`src/rtl/flash_cmd_pkg.sv`:
```
package flash_cmd_pkg;

    typedef enum logic [2:0] {
        ST_IDLE,
        ST_UNLK1,
        ST_UNLK2,
        ST_PROG,
        ST_ERS1,
        ST_ERS2,
        ST_ERS3
    } seq_state_t;

    typedef enum logic [1:0] {
        OP_WORD   = 2'd0,
        OP_SECTOR = 2'd1,
        OP_BLOCK  = 2'd2,
        OP_BANK   = 2'd3
    } op_kind_t;

    localparam logic [7:0] CODE_KEY1   = 8'hAA;
    localparam logic [7:0] CODE_KEY2   = 8'h55;
    localparam logic [7:0] CODE_PROG   = 8'hA0;
    localparam logic [7:0] CODE_ERASE  = 8'h80;
    localparam logic [7:0] CODE_ID_IN  = 8'h90;
    localparam logic [7:0] CODE_ID_OUT = 8'hF0;
    localparam logic [7:0] CODE_SECT   = 8'h30;
    localparam logic [7:0] CODE_BLK    = 8'h50;
    localparam logic [7:0] CODE_BANK   = 8'h10;

endpackage

```
`src/rtl/flash_cmd_match.sv`:
```
// Compares one bus cycle against the unlock keys; only the low address
// and data bits take part in the comparison.
module flash_cmd_match
    import flash_cmd_pkg::*;
#(
    parameter int          CMP_W    = 15,
    parameter int unsigned UNLOCK_A = 'h5555,
    parameter int unsigned UNLOCK_B = 'h2AAA
) (
    input  logic [CMP_W-1:0] cmp_addr,
    input  logic [7:0]       cmp_data,
    output logic             at_a,
    output logic             hit_key1,
    output logic             hit_key2,
    output logic [7:0]       code
);
    localparam logic [CMP_W-1:0] KEY_A = UNLOCK_A[CMP_W-1:0];
    localparam logic [CMP_W-1:0] KEY_B = UNLOCK_B[CMP_W-1:0];

    logic at_b;

    always_comb begin
        at_a     = (cmp_addr == KEY_A);
        at_b     = (cmp_addr == KEY_B);
        code     = cmp_data;
        hit_key1 = at_a && (cmp_data == CODE_KEY1);
        hit_key2 = at_b && (cmp_data == CODE_KEY2);
    end
endmodule

```
`src/rtl/flash_cmd_target.sv`:
```
// Derives the erase-unit base addresses from the in-bank address.
module flash_cmd_target #(
    parameter int TW       = 18,
    parameter int SECT_LSB = 10,
    parameter int BLK_LSB  = 15
) (
    input  logic [TW-1:0] in_addr,
    output logic [TW-1:0] word_addr,
    output logic [TW-1:0] sect_addr,
    output logic [TW-1:0] blk_addr
);
    always_comb begin
        word_addr = in_addr;
        sect_addr = {in_addr[TW-1:SECT_LSB], {SECT_LSB{1'b0}}};
        blk_addr  = {in_addr[TW-1:BLK_LSB], {BLK_LSB{1'b0}}};
    end
endmodule

```
`src/rtl/flash_cmd_fsm.sv`:
```
// Sequence state machine: next-state/fire logic, state register and a
// registered output stage.
module flash_cmd_fsm
    import flash_cmd_pkg::*;
#(
    parameter int TW     = 18,
    parameter int DATA_W = 16
) (
    input  logic              clk,
    input  logic              rst_n,
    input  logic              wr_valid,
    input  logic              busy,
    input  logic              at_a,
    input  logic              hit_key1,
    input  logic              hit_key2,
    input  logic [7:0]        code,
    input  logic              bank_bit,
    input  logic [TW-1:0]     word_addr,
    input  logic [TW-1:0]     sect_addr,
    input  logic [TW-1:0]     blk_addr,
    input  logic [DATA_W-1:0] data_in,
    output logic              op_start_q,
    output logic [1:0]        op_kind_q,
    output logic              op_bank_q,
    output logic [TW-1:0]     op_addr_q,
    output logic [DATA_W-1:0] op_data_q,
    output logic              id_enter_q,
    output logic              id_exit_q,
    output logic              id_bank_q,
    output logic              id_mode_q
);
    seq_state_t state, nxt;
    op_kind_t   fire_kind;
    logic       fire_op, fire_in, fire_out;

    always_comb begin
        nxt       = state;
        fire_op   = 1'b0;
        fire_in   = 1'b0;
        fire_out  = 1'b0;
        fire_kind = OP_WORD;
        if (wr_valid) begin
            nxt = ST_IDLE;
            if (!busy) begin
                unique case (state)
                    ST_IDLE:  if (hit_key1) nxt = ST_UNLK1;
                    ST_UNLK1: if (hit_key2) nxt = ST_UNLK2;
                    ST_UNLK2: begin
                        if (at_a) begin
                            if (code == CODE_ID_OUT) begin
                                fire_out = 1'b1;
                            end else if (!id_mode_q) begin
                                if (code == CODE_PROG)       nxt = ST_PROG;
                                else if (code == CODE_ERASE) nxt = ST_ERS1;
                                else if (code == CODE_ID_IN) fire_in = 1'b1;
                            end
                        end
                    end
                    ST_PROG: begin
                        fire_op   = 1'b1;
                        fire_kind = OP_WORD;
                    end
                    ST_ERS1: if (hit_key1) nxt = ST_ERS2;
                    ST_ERS2: if (hit_key2) nxt = ST_ERS3;
                    ST_ERS3: begin
                        if (code == CODE_SECT) begin
                            fire_op   = 1'b1;
                            fire_kind = OP_SECTOR;
                        end else if (code == CODE_BLK) begin
                            fire_op   = 1'b1;
                            fire_kind = OP_BLOCK;
                        end else if (code == CODE_BANK && at_a) begin
                            fire_op   = 1'b1;
                            fire_kind = OP_BANK;
                        end
                    end
                    default: nxt = ST_IDLE;
                endcase
            end
        end
    end

    always_ff @(posedge clk) begin
        if (!rst_n) state <= ST_IDLE;
        else        state <= nxt;
    end

    always_ff @(posedge clk) begin
        if (!rst_n) begin
            op_start_q <= 1'b0;
            op_kind_q  <= 2'd0;
            op_bank_q  <= 1'b0;
            op_addr_q  <= '0;
            op_data_q  <= '0;
            id_enter_q <= 1'b0;
            id_exit_q  <= 1'b0;
            id_bank_q  <= 1'b0;
            id_mode_q  <= 1'b0;
        end else begin
            op_start_q <= fire_op;
            id_enter_q <= fire_in;
            id_exit_q  <= fire_out;
            if (fire_op) begin
                op_kind_q <= fire_kind;
                op_bank_q <= bank_bit;
                unique case (fire_kind)
                    OP_WORD:   op_addr_q <= word_addr;
                    OP_SECTOR: op_addr_q <= sect_addr;
                    OP_BLOCK:  op_addr_q <= blk_addr;
                    OP_BANK:   op_addr_q <= '0;
                    default:   op_addr_q <= '0;
                endcase
                op_data_q <= (fire_kind == OP_WORD) ? data_in : '0;
            end
            if (fire_in || fire_out) id_bank_q <= bank_bit;
            if (fire_in)       id_mode_q <= 1'b1;
            else if (fire_out) id_mode_q <= 1'b0;
        end
    end
endmodule

```
`src/rtl/flash_cmd_decoder.sv`:
```
module flash_cmd_decoder #(
    parameter int          ADDR_W   = 19,
    parameter int          DATA_W   = 16,
    parameter int          CMP_W    = 15,
    parameter int          SECT_LSB = 10,
    parameter int          BLK_LSB  = 15,
    parameter int unsigned UNLOCK_A = 'h5555,
    parameter int unsigned UNLOCK_B = 'h2AAA
) (
    input  logic              clk,
    input  logic              rst_n,
    input  logic              wr_valid,
    input  logic [ADDR_W-1:0] wr_addr,
    input  logic [DATA_W-1:0] wr_data,
    input  logic              busy,
    output logic              op_start,
    output logic [1:0]        op_kind,
    output logic              op_bank,
    output logic [ADDR_W-2:0] op_addr,
    output logic [DATA_W-1:0] op_data,
    output logic              id_enter,
    output logic              id_exit,
    output logic              id_bank,
    output logic              id_mode
);
    localparam int TW = ADDR_W - 1;

    logic          at_a, hit_key1, hit_key2;
    logic [7:0]    code;
    logic [TW-1:0] word_addr, sect_addr, blk_addr;

    flash_cmd_match #(
        .CMP_W(CMP_W), .UNLOCK_A(UNLOCK_A), .UNLOCK_B(UNLOCK_B)
    ) u_match (
        .cmp_addr(wr_addr[CMP_W-1:0]),
        .cmp_data(wr_data[7:0]),
        .at_a(at_a),
        .hit_key1(hit_key1),
        .hit_key2(hit_key2),
        .code(code)
    );

    flash_cmd_target #(
        .TW(TW), .SECT_LSB(SECT_LSB), .BLK_LSB(BLK_LSB)
    ) u_target (
        .in_addr(wr_addr[TW-1:0]),
        .word_addr(word_addr),
        .sect_addr(sect_addr),
        .blk_addr(blk_addr)
    );

    flash_cmd_fsm #(
        .TW(TW), .DATA_W(DATA_W)
    ) u_fsm (
        .clk(clk),
        .rst_n(rst_n),
        .wr_valid(wr_valid),
        .busy(busy),
        .at_a(at_a),
        .hit_key1(hit_key1),
        .hit_key2(hit_key2),
        .code(code),
        .bank_bit(wr_addr[ADDR_W-1]),
        .word_addr(word_addr),
        .sect_addr(sect_addr),
        .blk_addr(blk_addr),
        .data_in(wr_data),
        .op_start_q(op_start),
        .op_kind_q(op_kind),
        .op_bank_q(op_bank),
        .op_addr_q(op_addr),
        .op_data_q(op_data),
        .id_enter_q(id_enter),
        .id_exit_q(id_exit),
        .id_bank_q(id_bank),
        .id_mode_q(id_mode)
    );
endmodule

```
`config.mk`:
```
export PLATFORM = sky130hd
export DESIGN_NAME = flash_cmd_decoder
export DESIGN_NICKNAME = d
export VERILOG_FILES = /design/src/rtl/flash_cmd_pkg.sv /design/src/rtl/flash_cmd_match.sv /design/src/rtl/flash_cmd_target.sv /design/src/rtl/flash_cmd_fsm.sv /design/src/rtl/flash_cmd_decoder.sv
export SDC_FILE = /design/constraint.sdc
export NUM_CORES = 1
export LEC_CHECK = 0
export BUFFER_PORTS_ARGS = -buffer_cell sky130_fd_sc_hd__buf_4
export CAP_MARGIN = 15
export CORE_MARGIN = 10
export CORE_UTILIZATION = 50
export DETAILED_ROUTE_END_ITERATION = 10
export HOLD_SLACK_MARGIN = 0.05
export PLACE_DENSITY = 0.77
export SETUP_SLACK_MARGIN = 0.02
export SLEW_MARGIN = 20
export SYNTH_ARGS = -nofsm -noshare
export SYNTH_HDL_FRONTEND = slang
export SYNTH_HIERARCHICAL = 1
export SYNTH_SLANG_ARGS = --single-unit
```
`constraint.sdc`:
```
create_clock -name clk -period 2.6 [get_ports clk]
set_clock_uncertainty 0.1 [all_clocks]
set_input_delay 0.13 -clock clk [delete_from_list [all_inputs] [get_ports clk]]
set_output_delay 0.13 -clock clk [all_outputs]
set_load 0.1 [all_outputs]
```
Word level (Yosys, flattened, before mapping)

Index checks and enable logic that the tools add are counted.

Eq/ne operators: 20
Multiplexer cells: 41
Reduce and logical (&&, ||, !) cells: 7

Operators by type and width:

| cell                                            | count |
|---|---|
| case mux 18 bit (4 select lines)                | 1 |
| == test 8 bit, second input constant            | 5 |
| 2-to-1 mux 3 bit                                | 8 |
| 2-to-1 mux 1 bit                                | 22 |
| == test 8 x 7 -> 1 bit, second input constant   | 2 |
| 2-to-1 mux 16 bit                               | 1 |
| == test 15 x 14 -> 1 bit, second input constant | 1 |
| == test 15 bit, second input constant           | 1 |
| case mux 3 bit (5 select lines)                 | 1 |
| 2-to-1 mux 2 bit                                | 7 |
| == test 3 bit, second input constant            | 3 |
| == test 8 x 5 -> 1 bit, second input constant   | 1 |
| == test 8 x 6 -> 1 bit, second input constant   | 1 |
| == test 3 x 2 -> 1 bit, second input constant   | 2 |
| == test 2 bit, second input constant            | 2 |
| == test 3 x 1 -> 1 bit, second input constant   | 1 |
| logical AND 1 bit                               | 3 |
| zero test 3 bit                                 | 1 |
| == test 2 x 1 -> 1 bit, second input constant   | 1 |
| zero test 2 bit                                 | 1 |
| case mux 1 bit (2 select lines)                 | 1 |
| nonzero test 2 bit                              | 1 |
| logical OR 1 bit                                | 1 |

Register bits: 45
Output and inout port bits: 42
Logic and storage cells: 78

Depth between registers and ports, before layout

Word-level depth: 11
Gate-level depth with buffers: 8

Modules after synthesis

The synthesis kept the hierarchy.

Modules (own cells, without submodules):

| module           | instances | cells an instance | area each (um^2) |
|---|---|---|---|
| flash_cmd_fsm    | 1         | 238               | 2164.6 |
| flash_cmd_target | 1         | 55                | 409.1 |
| flash_cmd_match  | 1         | 26                | 212.7 |

Least setup slack after synthesis

Ideal clock, no wire load.

Path kind: input to register
From: input port wr_addr[7]
To: register u_fsm.op_addr_q[3]
Data arrival time: 2.134 ns
Data required time: 2.381 ns
Setup slack: 0.246 ns
Stages on the path: 8
Path buffers: 2
Path through: or4b_4 > nor4_4 > or3_1 > and2_1 > clkbuf_1 > clkbuf_1 > a2bb2oi_1 > o221a_2

Longest elaborated chain between the ends: 10
Elaborated cells between the ends (all ways): 19
Classes of those cells: eq/ne (4); mux (13); reduce/logical (2)

RTL lines:

| item                                        | RTL line                | text |
|---|---|---|
| start, declared                             | flash_cmd_decoder.sv:13 | `input logic [ADDR_W-1:0] wr_addr,` |
| == test 15 bit *                            | flash_cmd_match.sv:23   | `at_a = (cmp_addr == KEY_A);` |
| named net at_a                              | flash_cmd_decoder.sv:28 | `logic at_a, hit_key1, hit_key2;` |
| logical AND 1 bit *                         | flash_cmd_fsm.sv:72     | `end else if (code == CODE_BANK && at_a) begin` |
| 2-to-1 mux 2 bit                            | flash_cmd_fsm.sv:72     |  |
| 2-to-1 mux 2 bit                            | flash_cmd_fsm.sv:69     | `end else if (code == CODE_BLK) begin` |
| 2-to-1 mux 2 bit                            | flash_cmd_fsm.sv:66     | `if (code == CODE_SECT) begin` |
| 2-to-1 mux 2 bit                            | flash_cmd_fsm.sv:45     | `unique case (state)` |
| 2-to-1 mux 2 bit                            | flash_cmd_fsm.sv:44     | `if (!busy) begin` |
| 2-to-1 mux 2 bit                            | flash_cmd_fsm.sv:42     | `if (wr_valid) begin` |
| == test 2 bit, or another cell as far along | flash_cmd_fsm.sv:106    | `unique case (fire_kind)` |
| case mux 18 bit (4 select lines)            | flash_cmd_fsm.sv:106    |  |
| end signal, assigned                        | flash_cmd_fsm.sv:107    | `OP_WORD: op_addr_q <= word_addr;` |
| end signal, assigned                        | flash_cmd_fsm.sv:108    | `OP_SECTOR: op_addr_q <= sect_addr;` |
| end signal, assigned                        | flash_cmd_fsm.sv:109    | `OP_BLOCK: op_addr_q <= blk_addr;` |
| end, declared                               | flash_cmd_fsm.sv:25     | `output logic [TW-1:0] op_addr_q,` |

Mark *: on every way through the listed nets, which the timed path passes. The rest lies on a longest branch.
A chain may end at the register's enable or synchronous reset.

Final worst setup path

From: input port wr_data[1]
To: register u_fsm.op_addr_q[10]

Longest elaborated chain between the ends: 10
Elaborated cells between the ends (all ways): 21
Classes of those cells: eq/ne (6); mux (13); reduce/logical (2)

RTL lines:

| item                                        | RTL line                | text |
|---|---|---|
| start, declared                             | flash_cmd_decoder.sv:14 | `input logic [DATA_W-1:0] wr_data,` |
| == test 8 x 5 -> 1 bit                      | flash_cmd_fsm.sv:72     |  |
| logical AND 1 bit                           | flash_cmd_fsm.sv:72     |  |
| 2-to-1 mux 2 bit                            | flash_cmd_fsm.sv:72     |  |
| 2-to-1 mux 2 bit                            | flash_cmd_fsm.sv:69     |  |
| 2-to-1 mux 2 bit                            | flash_cmd_fsm.sv:66     |  |
| 2-to-1 mux 2 bit                            | flash_cmd_fsm.sv:45     |  |
| 2-to-1 mux 2 bit                            | flash_cmd_fsm.sv:44     |  |
| 2-to-1 mux 2 bit                            | flash_cmd_fsm.sv:42     |  |
| == test 2 bit, or another cell as far along | flash_cmd_fsm.sv:106    |  |
| case mux 18 bit (4 select lines)            | flash_cmd_fsm.sv:106    |  |

Parallel ways exist; a longest one is shown, timed or not.

==> impl_metrics.toml <==
[clocking]
tritoncts_clock_tree = "built"
cts-resized-gates = 0
cts_buffers = 5
cts_hold_repair.buffers = 18
clkSinkCount = 45
clkLatencyLatePin_ps = 300
clock_tree.buffer_depth = 2
root_buffer_cell = "sky130_fd_sc_hd__clkbuf_8"
cts.reportedPaths.clkPinSlew_ps = 90
post-cts-setup-buffer-count = 0
cts_max_level = 2

[routing]
drt-total-wl_um = 7514
wl_per_cell_um = 16.70
drt_iter0_markers = 231
drc = 0
drt_pass1_iterations = 4
avgViaCountPerCell = 5.436
postRouteAntennaNets = 0
routed-via-count = 2446

[critical_path]
chain_of_cells_forming_the_critical_path = "dlygate4sd3_1, buf_4, or4b_1, or3_1, o21ai_4, buf_4, o221a_1"
critical_path.most_common_cell = "sky130_fd_sc_hd__buf_4"
critical_path_class = "input port to register"
timing.critical_path.buf_inv = 3
timing.rr.end = "u_fsm/op_addr_q[10]"
cp_slowest_cell = "sky130_fd_sc_hd__dlygate4sd3_1"
worst-r2r-setup-slack_ps = 350
max_stage_delay_on_crit_path_ps = 540
timing.critical_path.fanout_max = 18
worst-r2r-cell-count = 5
crit_path_end_kind = "register"
regToRegStartpoint = "u_fsm/state[2]"
critPathTopFamily = "simple AND/OR/NAND/NOR gates"
worstPathArrival_ps = 2480
cp_data_required_time_ps = 2740
startpoint_type = "input port"

[finish]
nNetsFinal = 416
multiInputGateArea_um2 = 1395
fillCellCount = 488
area.growth.synth_to_final_pct = 21.33
sequential_cell_area_um2 = 900.9
drive_above_1_share = 0.3069
postLayoutCoreUtil = 0.6177
diodes = 0

[global_route]
antenna_found_initial = 0
all_layer_gr_usage = 0.1647
global_route.overflow_total = 0
first_global_vias = 2388
grt_first_pass_wirelength_um = 11930
maximum_number_of_pins_on_one_net_before_global_route_repair = 36

[floorplan]
die-width_um = 94.65
start_util = 0.5091
core_region_um2 = 5473
placement_rows = 27
floorplan.die_area_um2 = 8959
io_pins = 81
die_height_um = 94.65

[synthesis]
synth_top_area_share = 0.3233
post_synth_and_or_nand_nor_area_fraction = 0.2030
netlist-cell-type-count = 47
dominant_combinational_cell_family_by_area_after_synthesis = "compound AO/OA/AOI/OAI gates"
xor_xnor_share_of_the_synthesized_area = 0
synthMuxAreaShare = 0.01437
ys.warnings.count = 6
synth.cell_area_um2 = 2786
synth.area.top_cells = "sky130_fd_sc_hd__dfxtp_1, sky130_fd_sc_hd__buf_4, sky130_fd_sc_hd__nand2_1, sky130_fd_sc_hd__a22o_1, sky130_fd_sc_hd__a2bb2oi_1"
leading_area_contributor_after_synthesis = "sky130_fd_sc_hd__dfxtp_1"
yosys_most_used_dff = "sky130_fd_sc_hd__dfxtp_1"
syn_area_per_cell_um2 = 8.735
postSynth.asyncResetShare = 0
synth_edf_count = 0
synth_seq_cells = 45
synth-seq-area-share = 0.3233
synth_compound_area_frac = 0.2497
syn_inst = 319
synth-adder-area-share = 0

[power]
power.static_leakage_nw = 1.412
powerDensity_nw_per_um2 = 411.8
ir_drop_mv = 0.3046
power.total_mw = 1.392

[min_path]
min_delay_path_depth = 4
timing.hold.worst_endpoint = "u_fsm/state[0]"
holdCritPathClass = "input port to register"
hold_start = "wr_valid"

[outcome]
outcome = "complete, no violations"

[timing]
unrepaired_setup_endpoints_after_global_routing = "no"
worstMarginPinSlew_ps = 716.1
post-route-min-period_ps = 2331
drv_slew = 0
max-slew-margin-rel = 0.5226
fmax_ghz = 0.4290
timing.setup.tns_ps = 0
setup_viol = 0
min_period_over_period = 0.8966
hold-worst-slack_ps = 80.41
timing_hold_violations_final = 0

[placed_design]
buffer_ports.inserted = 80
place.detailed.hpwl_um = 5350
gp_congestion = 0.9604

[job]
max-cap-violations = 0
-- layout by cell type (no fill, tap or decap), types with 4 or more instances in the layout --
cell type                       instances
sky130_fd_sc_hd__nand2_1               46
sky130_fd_sc_hd__inv_1                  4
sky130_fd_sc_hd__nor2_1                 7
sky130_fd_sc_hd__nor3b_1                4
sky130_fd_sc_hd__dfxtp_1               45
sky130_fd_sc_hd__a22o_1                15
sky130_fd_sc_hd__mux2i_1                4
sky130_fd_sc_hd__dlygate4sd3_1         18
sky130_fd_sc_hd__nor4bb_1               6
sky130_fd_sc_hd__buf_4                 91
sky130_fd_sc_hd__o21ai_0                8
sky130_fd_sc_hd__conb_1                25
sky130_fd_sc_hd__clkbuf_8               5
sky130_fd_sc_hd__o221a_1                7
sky130_fd_sc_hd__o221a_2                8
sky130_fd_sc_hd__a2bb2oi_1             15
sky130_fd_sc_hd__a21oi_1               20
-- how the worst max path moves through the flow --
stage | slack (ps) | end | start | cells after the start
floorplan | 250 | u_fsm/op_addr_q[3] | wr_addr[7] | 8
global placement | 340 | u_fsm/op_addr_q[0] | wr_addr[7] | 8
detailed placement | 310 | u_fsm/op_addr_q[0] | wr_addr[7] | 8
CTS | 280 | u_fsm/op_addr_q[10] | wr_data[1] | 7
global route | 180 | u_fsm/op_addr_q[10] | wr_data[0] | 7
finish | 270 | u_fsm/op_addr_q[10] | wr_data[1] | 7
-- routing by layer --
metal | vias to the layer above | GRT usage | wire (um)
li1 | 1196 | - | -
met1 | 1139 | 0.1996 | 2960
met2 | 100 | 0.2712 | 3708
met3 | 11 | 0.05155 | 699
met4 | 0 | 0.05362 | 146
met5 | - | 0 | 0
-- kinds of logic after synthesis --
logic type / after synthesis
AND/OR/NAND/NOR: 96
AO/OA/AOI/OAI: 87
buffers and inverters: 86
flip-flops: 45
multiplexers: 4
other: 1
-- worst reg2reg max path, delay by kind of cell, from the launching register on --
kind	cells	cell delay, ps
AND/OR/NAND/NOR	2	940
flip-flops	1	520
AO/OA/AOI/OAI	2	390
buffers and inverters	1	250
-- flip-flops by register name, summed over array words and instances (netlist names) --
signal / flops
u_fsm/id_bank_q: 1
u_fsm/id_enter_q: 1
u_fsm/op_addr_q: 18
u_fsm/op_start_q: 1
u_fsm/id_mode_q: 1
u_fsm/op_kind_q: 2
u_fsm/state: 3
u_fsm/op_bank_q: 1
u_fsm/id_exit_q: 1
u_fsm/op_data_q: 16
-- area by class of cell --
cell class / instances / share of cell area
multi-input combinational: 212 / 0.4127
sequential: 45 / 0.2665
timing repair buffer: 109 / 0.2554
tap: 72 / 0.02665
clock buffer: 5 / 0.02036
clock inverter: 3 / 0.01406
inverter: 4 / 0.004441
-- synth_stat cells (5+ instances only) --
cell type                    n
sky130_fd_sc_hd__nor4bb_1    6
sky130_fd_sc_hd__a21oi_1    20
sky130_fd_sc_hd__o221a_2     8
sky130_fd_sc_hd__nor2_1      7
sky130_fd_sc_hd__o221a_1     7
sky130_fd_sc_hd__o21ai_0     8
sky130_fd_sc_hd__nand2_1    46
sky130_fd_sc_hd__buf_4      63
sky130_fd_sc_hd__a22o_1     15
sky130_fd_sc_hd__a2bb2oi_1  15
sky130_fd_sc_hd__clkbuf_1   10
sky130_fd_sc_hd__buf_2       5
sky130_fd_sc_hd__dfxtp_1    45
-- power breakdown --
group	switching, mW	internal, mW
logic	0.0721	0.0786
clock network	0.258	0.293
registers	0.00126	0.689
total	0.331	1.06
-- per-stage QoR --
| step | instance area, um2 | std cells | setup slack [ps] |
|---|---|---|---|
| after floorplan | 2877 | 343 | 246.5 |
| after global placement | 3084 | 424 | 336.5 |
| after detailed placement | 3084 | 424 | 315.0 |
| after CTS | 3381 | 450 | 275.6 |
| after global routing | 3381 | 450 | 183.1 |
| final | 3381 | 450 | 268.7 |
(Power assumes the default switching activity.)
